$ cat src/rtl/evt_timer_pkg.sv
package evt_timer_pkg;

  typedef enum logic [1:0] {
    RATE_SLOW = 2'd0,
    RATE_MID  = 2'd1,
    RATE_FRAC = 2'd2
  } rate_e;

  typedef struct packed {
    logic  run;
    logic  down;
    rate_e rate;
  } tmode_t;

  function automatic tmode_t decode_code(input logic [3:0] code);
    tmode_t m;
    m.run  = code[3];
    m.down = code[2];
    case (code[1:0])
      2'b11:   m.rate = RATE_FRAC;
      2'b10:   m.rate = RATE_MID;
      default: m.rate = RATE_SLOW;
    endcase
    return m;
  endfunction

endpackage

$ cat src/rtl/evt_timer_dec.sv
module evt_timer_dec
  import evt_timer_pkg::*;
(
  input  logic       clk,
  input  logic       rst_n,
  input  logic       smp_en,
  input  logic [3:0] code,
  output tmode_t     mode,
  output logic       resync
);

  logic [3:0] code_q;

  assign mode   = decode_code(code);
  assign resync = smp_en && (code != code_q);

  always_ff @(posedge clk) begin
    if (!rst_n)      code_q <= '0;
    else if (smp_en) code_q <= code;
  end

endmodule

$ cat src/rtl/evt_timer_pre.sv
module evt_timer_pre
  import evt_timer_pkg::*;
#(
  parameter int SLOW_DIV   = 10,
  parameter int MID_DIV    = 5,
  parameter int FRAC_SHORT = 2,
  parameter int FRAC_LONG  = 3
) (
  input  logic   clk,
  input  logic   rst_n,
  input  logic   smp_en,
  input  logic   clear,
  input  logic   resync,
  input  tmode_t mode,
  output logic   fire
);

  localparam int MAX_A  = (SLOW_DIV > MID_DIV) ? SLOW_DIV : MID_DIV;
  localparam int MAX_B  = (FRAC_SHORT > FRAC_LONG) ? FRAC_SHORT : FRAC_LONG;
  localparam int MAX_DV = (MAX_A > MAX_B) ? MAX_A : MAX_B;
  localparam int PW     = (MAX_DV > 2) ? $clog2(MAX_DV) : 1;

  logic [PW-1:0] pre_q;
  logic          phase_q;
  logic [PW-1:0] last;
  logic          hit;

  always_comb begin
    case (mode.rate)
      RATE_MID:  last = PW'(MID_DIV - 1);
      RATE_FRAC: last = phase_q ? PW'(FRAC_LONG - 1) : PW'(FRAC_SHORT - 1);
      default:   last = PW'(SLOW_DIV - 1);
    endcase
  end

  assign hit  = (pre_q == last);
  assign fire = smp_en && mode.run && !clear && !resync && hit;

  always_ff @(posedge clk) begin
    if (!rst_n) begin
      pre_q   <= '0;
      phase_q <= 1'b0;
    end else if (clear) begin
      pre_q   <= '0;
      phase_q <= 1'b0;
    end else if (smp_en) begin
      if (resync || !mode.run) begin
        pre_q   <= '0;
        phase_q <= 1'b0;
      end else if (hit) begin
        pre_q   <= '0;
        phase_q <= (mode.rate == RATE_FRAC) ? !phase_q : 1'b0;
      end else begin
        pre_q   <= pre_q + 1'b1;
      end
    end
  end

endmodule

$ cat src/rtl/evt_timer_cnt.sv
module evt_timer_cnt #(
  parameter int W = 24
) (
  input  logic         clk,
  input  logic         rst_n,
  input  logic         load,
  input  logic [W-1:0] load_val,
  input  logic         step,
  input  logic         down,
  output logic [W-1:0] cnt,
  output logic         tick
);

  always_ff @(posedge clk) begin
    if (!rst_n) begin
      cnt  <= '0;
      tick <= 1'b0;
    end else if (load) begin
      cnt  <= load_val;
      tick <= 1'b0;
    end else if (step) begin
      cnt  <= down ? cnt - 1'b1 : cnt + 1'b1;
      tick <= 1'b1;
    end else begin
      tick <= 1'b0;
    end
  end

endmodule

$ cat src/rtl/evt_timer.sv
module evt_timer
  import evt_timer_pkg::*;
#(
  parameter int CNT_W      = 24,
  parameter int SLOW_DIV   = 10,
  parameter int MID_DIV    = 5,
  parameter int FRAC_SHORT = 2,
  parameter int FRAC_LONG  = 3
) (
  input  logic             clk,
  input  logic             rst_n,
  input  logic             smp_en,
  input  logic [3:0]       mode_code,
  input  logic             load,
  input  logic [CNT_W-1:0] load_val,
  output logic [CNT_W-1:0] cnt,
  output logic             tick
);

  tmode_t mode;
  logic   resync;
  logic   fire;

  evt_timer_dec u_dec (
    .clk    (clk),
    .rst_n  (rst_n),
    .smp_en (smp_en),
    .code   (mode_code),
    .mode   (mode),
    .resync (resync)
  );

  evt_timer_pre #(
    .SLOW_DIV   (SLOW_DIV),
    .MID_DIV    (MID_DIV),
    .FRAC_SHORT (FRAC_SHORT),
    .FRAC_LONG  (FRAC_LONG)
  ) u_pre (
    .clk    (clk),
    .rst_n  (rst_n),
    .smp_en (smp_en),
    .clear  (load),
    .resync (resync),
    .mode   (mode),
    .fire   (fire)
  );

  evt_timer_cnt #(.W(CNT_W)) u_cnt (
    .clk      (clk),
    .rst_n    (rst_n),
    .load     (load),
    .load_val (load_val),
    .step     (fire),
    .down     (mode.down),
    .cnt      (cnt),
    .tick     (tick)
  );

endmodule

$ cat config.mk
export PLATFORM = sky130hd
export DESIGN_NAME = evt_timer
export DESIGN_NICKNAME = d
export VERILOG_FILES = /design/src/rtl/evt_timer_pkg.sv /design/src/rtl/evt_timer_dec.sv /design/src/rtl/evt_timer_pre.sv /design/src/rtl/evt_timer_cnt.sv /design/src/rtl/evt_timer.sv
export SDC_FILE = /design/constraint.sdc
export NUM_CORES = 1
export LEC_CHECK = 0
export BUFFER_PORTS_ARGS = -buffer_cell sky130_fd_sc_hd__buf_4
export CAP_MARGIN = 20
export CORE_MARGIN = 1.5
export CORE_UTILIZATION = 25
export CTS_CLUSTER_DIAMETER = 120
export DETAILED_ROUTE_END_ITERATION = 12
export PLACE_DENSITY = 0.43
export SLEW_MARGIN = 5
export SYNTH_ARGS = -nofsm -noshare
export SYNTH_HDL_FRONTEND = slang
export SYNTH_SLANG_ARGS = --single-unit
$ cat constraint.sdc
create_clock -name clk -period 2.7 [get_ports clk]
set_input_delay 0.54 -clock clk [delete_from_list [all_inputs] [get_ports clk]]
set_output_delay 0.54 -clock clk [all_outputs]
set_load 0.05 [all_outputs]
# == After elaboration in Yosys (flattened, before gate mapping) ==
# Cells that the tools add are included.
# word_totals
ff_bits,34
in_bits,32
output_inout_bits,25
elab_cells,41
# classes
n_addsub,3
eq_ne,6
n_mux,12
bitwise,1
reduce_logical,14
# ops
operator,n
24-bit 2-to-1 mux,3
"24-bit by 1-bit adder with 24-bit output, second input constant",1
"24-bit by 1-bit subtractor with 24-bit output, second input constant",1
4-bit 2-to-1 mux,2
4-bit case mux with 2 select lines,1
"2-bit == test, second input constant",3
1-bit logical AND,5
"4-bit by 1-bit adder with 4-bit output, second input constant",1
4-bit == test,1
1-bit zero test,4
1-bit 2-to-1 mux,4
4-bit != test,1
2-bit case mux with 2 select lines,1
2-bit nonzero test,2
"2-bit by 1-bit == test with 1-bit output, second input constant",1
2-bit 2-to-1 mux,1
2-bit AND reduction,1
2-bit OR reduction,1
1-bit logical OR,1
1-bit inverter,1

# == Logic depth before layout (Yosys ltp) ==
# logic_depth
word_depth,8
mapped_depth,9
depth_no_buf,9

# == Hierarchy ==
# A second synthesis with hierarchy kept.
# unflattened
cells_unflattened,381
hier_area_um2,2987.9
# by_module_without_submodules
mod,instances,cells_each,area_each_um2,seq_area_each_um2
evt_timer_cnt,1,320,2401.1,500.5
evt_timer_pre,1,39,362.8,100.1
evt_timer_dec,1,22,224.0,80.1

# == Least setup slack after synthesis ==
# No wires, ideal clock.
# synth_path
path_type,register to register
from,register u_cnt.cnt[0]
to,register u_cnt.cnt[22]
setup_ns,0.130
t_arrival_ns,2.399
t_required_ns,2.570
slack_ns,0.170
stages_incl_launch_ff,10
path_buffers,0
period_less_slack_ns,2.530
cell_sequence,dfxtp_1 > inv_1 > fa_1 > nand2b_1 > a211oi_1 > o21ai_0 > a21oi_1 > a31oi_1 > xor2_1 > o22ai_1
# synth_between
elab_chain_cells,4
elab_cells_between_ends,5
classes_between,2 x add/sub; 3 x mux
# synth_rtl
element,line_no,rtl
from (decl),evt_timer_cnt.sv:10,"output logic [W-1:0] cnt,"
from (signal assigned),evt_timer_cnt.sv:19,cnt <= load_val;
from (signal assigned),evt_timer_cnt.sv:22,cnt <= down ? cnt - 1'b1 : cnt + 1'b1;
24-bit by 1-bit adder with 24-bit output or 24-bit by 1-bit subtractor with 24-bit output (tied branches),evt_timer_cnt.sv:22,
24-bit 2-to-1 mux *,evt_timer_cnt.sv:22,
24-bit 2-to-1 mux *,evt_timer_cnt.sv:21,end else if (step) begin
24-bit 2-to-1 mux *,evt_timer_cnt.sv:18,end else if (load) begin
# Mark *: on every way between the ends. The rest lies on a longest branch, timed or not. The select of a mux whose other input is x is not followed.
# A chain may end at the register's enable or synchronous reset.

# == Worst setup path after layout ==
# layout_path
from,input port mode_code[2]
to,register u_cnt.cnt[23]
# layout_between
elab_chain_cells,6
elab_cells_between_ends,9
classes_between,1 x eq/ne; 3 x mux; 5 x reduce/logical
# layout_rtl
element,line_no,rtl
from (decl),evt_timer.sv:13,"input logic [3:0] mode_code,"
4-bit != test,evt_timer_dec.sv:15,assign resync = smp_en && (code != code_q);
1-bit logical AND,evt_timer_dec.sv:15,
1-bit zero test,evt_timer_pre.sv:37,assign fire = smp_en && mode.run && !clear && !resync && hit;
1-bit logical AND (2 in a row),evt_timer_pre.sv:37,
2-bit nonzero test (no line),--,
# Several ways; a longest one is shown, not always the timed one. The select of a mux whose other input is x is not followed.

==> results list <==
* Top cells by area in the synthesized netlist: dfxtp_1 24%, ha_1 10%, a21oi_1 7.2%, nand2_1 6.7%, xnor2_1 4.4%
- Data arrival, critical path: 2710 ps
* Share of the clock period used by the worst path: 0.932
* Die outline height: 109 um
* Post-synthesis average cell area: between 7 and 8 um^2
- STA classifies the critical path startpoint as a primary input.
* Number of rows created at floorplan: 38
- The worst register-to-register path has a depth of 9.
* Most common flop cell mapped by yosys: dfxtp_1
- Ratio of cells with drive above 1 in the final layout: 0.271
- Final critical delay including setup and external delays: roughly 2500 ps
* Synth Net Count: 423
* Setup Slack @ Placement: -178 ps
* Count of different cell masters after synthesis: 53
- Combinational family with the most area after synthesis: compound AO/OA/AOI/OAI gates
* Root Buffer Master: clkbuf_8
- Number of top-level pins: between 50 and 60
* Sequential fraction of design power: 0.332
* Horiz. Die Dim: 109 um
- Total power for the finished layout comes to 1.66 mW.
- Setup repair after global routing left no endpoint under its margin.
- Share of cell area taken by muxes after synthesis: 0.0256
- In this run the post-CTS setup repair buffer count came out at 0.
* Net count of the finished layout: approximately 520
* Number of endpoints failing setup at the final stage: 0
* CTS clock-pin slew for the worst setup and hold paths: ~90 ps
- The final hold violation count is 0.
- Half-perimeter wire length of the detailed placement result: slightly above 7 mm
* Final count of pins violating max slew: 0
- Count of TritonRoute iterations in the first routing pass: 4
* Critical path class: in -> reg
- Dividing total power by cell area gives a power density of approximately 430 nW/um^2.
* Top cell type's share of synthesized area: 0.244
- Worst-Skew Late Latency: roughly 300 ps
- Area taken by multi-input logic gates: around 2000 um^2
- Synth Area in XOR/XNOR: 0.0724
- The number of global-route vias before repair was ~3100.
* Storage cell area: 681 um^2
* Overflow left after global routing: 0
- In this run, synthesis produced a sequential element count of 34.
- The first global-routing pass estimated between 15 and 20 mm of wire.
- In the final routed layout, each cell accounts on average for about 15 um.
- CTS built an H-tree with a depth of 2.
- In this run the static leakage power is 1.75 nW.
- Max Root-Sink Buffers: 2
* Via count of the routed design: between 3000 and 4000
- The share of total power dissipated in the clock network is 0.301.
- Maximum number of pins on one net before global-route repair: 22
- Dividing the detail-routed via count by the number of cells gives 4.96.
* Die area: approximately 12000 um^2
- The detailed router finished its first iteration with 49 violations.
* Cell count of the worst hold path: 3
- After synthesis, the share of flip-flops with an asynchronous set or reset is 0.
* Overall track demand over capacity in global routing: 0.165
- Of the total power, the share spent switching nets is 0.353.
- The clock drives 34 sinks.
* Effective utilization at floorplan: 0.257
- Post-Synth Simple-Gate Area: 0.200
- Counting the buffers created by CTS gives 5.
- From synthesis to final layout, the design area changed by 39.1%.
- Switching Power: around 600 uW
- For this run, design rule violations remaining after detail routing come to 0.
- Adder-Cell Fraction of Synth Area: 0.111
- At the worst endpoint, the required time is approximately 2900 ps.
- The cell area that synthesis handed to floorplanning was ~2800 um^2.
* Inserted Diodes: 0
- Worst Path Max Fanout: 9
* Worst slew pin tran: around 460 ps
* Weighted congestion at the end of routability-driven global placement: ~0.87
- In the post-route analysis, the smallest setup slack over all paths is ~180 ps.
* VDD IR max: ~0.28 mV
- The area fraction in compound gates after synthesis is 0.301.
- Of the total power, combinational logic draws 0.366.
- Cell internal power dissipation: between 1 and 1.5 mW
* Clock skew after layout: 12.0 ps
- The synthesized design contains 0 enable-type register cells.
- The flow ran to the end, and the final reports show no timing, DRC or antenna violations.
- HP Class: in -> reg
- Synthesis produced 367 cells.
- Total of fill cells in the finished design: between 1000 and 1500
* Slew HR: 0.695
* Library cell occupying the most area in the post-synthesis netlist: dfxtp_1
* Fmax: between 300 and 400 MHz
- The initial antenna violation count is 0.
* Clock tree from TritonCTS: yes
- Port buffering added 56 buffers.
- After floorplanning, the core was sized to cover about 11000 um^2.
- For this block, the routed nets add up to ~9 mm of wire.
- Critical path endpoint category: flip-flop
- Max capacitance violation total: 0
- Post-DRT Antenna Nets: 0
- Once layout is complete, the utilization of the core stands at 0.357.
- Post-synthesis sequential area ratio: 0.244
- Count of warnings emitted by yosys: 0
==> path summary, 6_finish.rpt <==
kind	startpoint	endpoint	slack, ps
worst max-delay path	mode_code[2]	u_cnt.cnt[23]	180
worst min-delay path	mode_code[3]	u_dec.code_q[3]	480
worst max register to register	u_cnt.cnt[1]	u_cnt.cnt[23]	410
worst min register to register	u_dec.code_q[3]	u_dec.code_q[3]	500
==> layer usage <==
metal / track usage / vias to the layer above / part of all wire
li1: - / 1558 / -
met2: 0.268 / 56 / 0.44
met3: 0.0247 / 5 / 0.040
met5: 0 / - / 0
met1: 0.232 / 1400 / 0.51
met4: 0.0310 / 0 / 0.0064
==> metrics by stage <==
stage	cells	cell area, um^2	hold WS (ps)	setup TNS [ps]
2_1_floorplan	367	2780	460	0
3_3_place_gp	601	3750	476	-467
3_5_place_dp	601	3750	487	-908
4_1_cts	609	3870	478	0
5_1_grt	609	3870	494	0
6_report	609	3870	485	0
==> worst max-delay path: stages <==
cell and delay, ps:
buf_4 160, buf_4 170, ha_1 270, a21o_1 130, nand4_1 130, a21oi_1 370
a21oi_1 230, o31ai_1 350, buf_4 170, xnor2_1 100, o22ai_1 90
==> synthesized netlist by cell type (3+ instances only) <==
cell type  number
a211oi_1        4
a21o_1         11
a21oi_1        40
a2bb2oi_1       6
a311oi_1        6
a31oi_1         7
buf_2           3
clkbuf_1       14
dfxtp_1        34
ha_1           23
inv_1          10
mux2i_1         6
nand2_1        50
nand2b_1        5
nand3_1         7
nand4_1         9
nor2_1         26
nor2b_1         6
o2111ai_1       3
o211ai_1        4
o21a_1          3
o21ai_0        21
o21bai_1        3
o22ai_1         7
xnor2_1        14
xor2_1          9
==> cell families (layout without fill, tap and decap cells) <==
| logic type | count (synthesis) | count (layout) |
|---|---|---|
| adder cells (fa/ha/maj) | 24 | 24 |
| AO/OA/AOI/OAI | 130 | 130 |
| flip-flops | 34 | 34 |
| multiplexers | 7 | 7 |
| buffers and inverters | 31 | 133 |
| AND/OR/NAND/NOR | 118 | 118 |
| XOR/XNOR | 23 | 23 |
==> what timing repair did <==
action	in CTS	in global routing
hold buffers	0	0
setup endpoints to repair	0	3
gates resized for setup	0	2
==> cells in the final DEF (no fill, tap or decap), types with 7 or more instances in the layout <==
cell type,count
xnor2_1,14
inv_1,10
dfxtp_1,34
o21ai_0,20
o22ai_1,7
a31oi_1,7
nand2_1,50
nor2_1,26
a21o_1,11
xor2_1,9
ha_1,23
buf_4,112
a21oi_1,40
nand4_1,9
nand3_1,7
==> power groups by stage <==
stage | logic [mW] | registers, mW | clock network, mW
after detailed placement | 0.607 | 0.565 | 0
final | 0.609 | 0.553 | 0.501
after global placement | 0.610 | 0.564 | 0
after global routing | 0.671 | 0.556 | 0.540
after floorplan | 0.287 | 0.635 | 0
after CTS | 0.610 | 0.553 | 0.520
==> sequential cells by signal, summed over array words and instances (netlist names) <==
register and count:
u_cnt.cnt 24, u_cnt.tick 1, u_dec.code_q 4, u_pre.phase_q 1, u_pre.pre_q 4
==> cell type report <==
class	instances	area share
multi-input combinational	302	0.511
timing repair buffer	114	0.227
sequential	34	0.176
tap	140	0.0452
clock buffer	5	0.0178
clock inverter	3	0.0116
inverter	11	0.0107
Power figures use the tool's default switching activity.
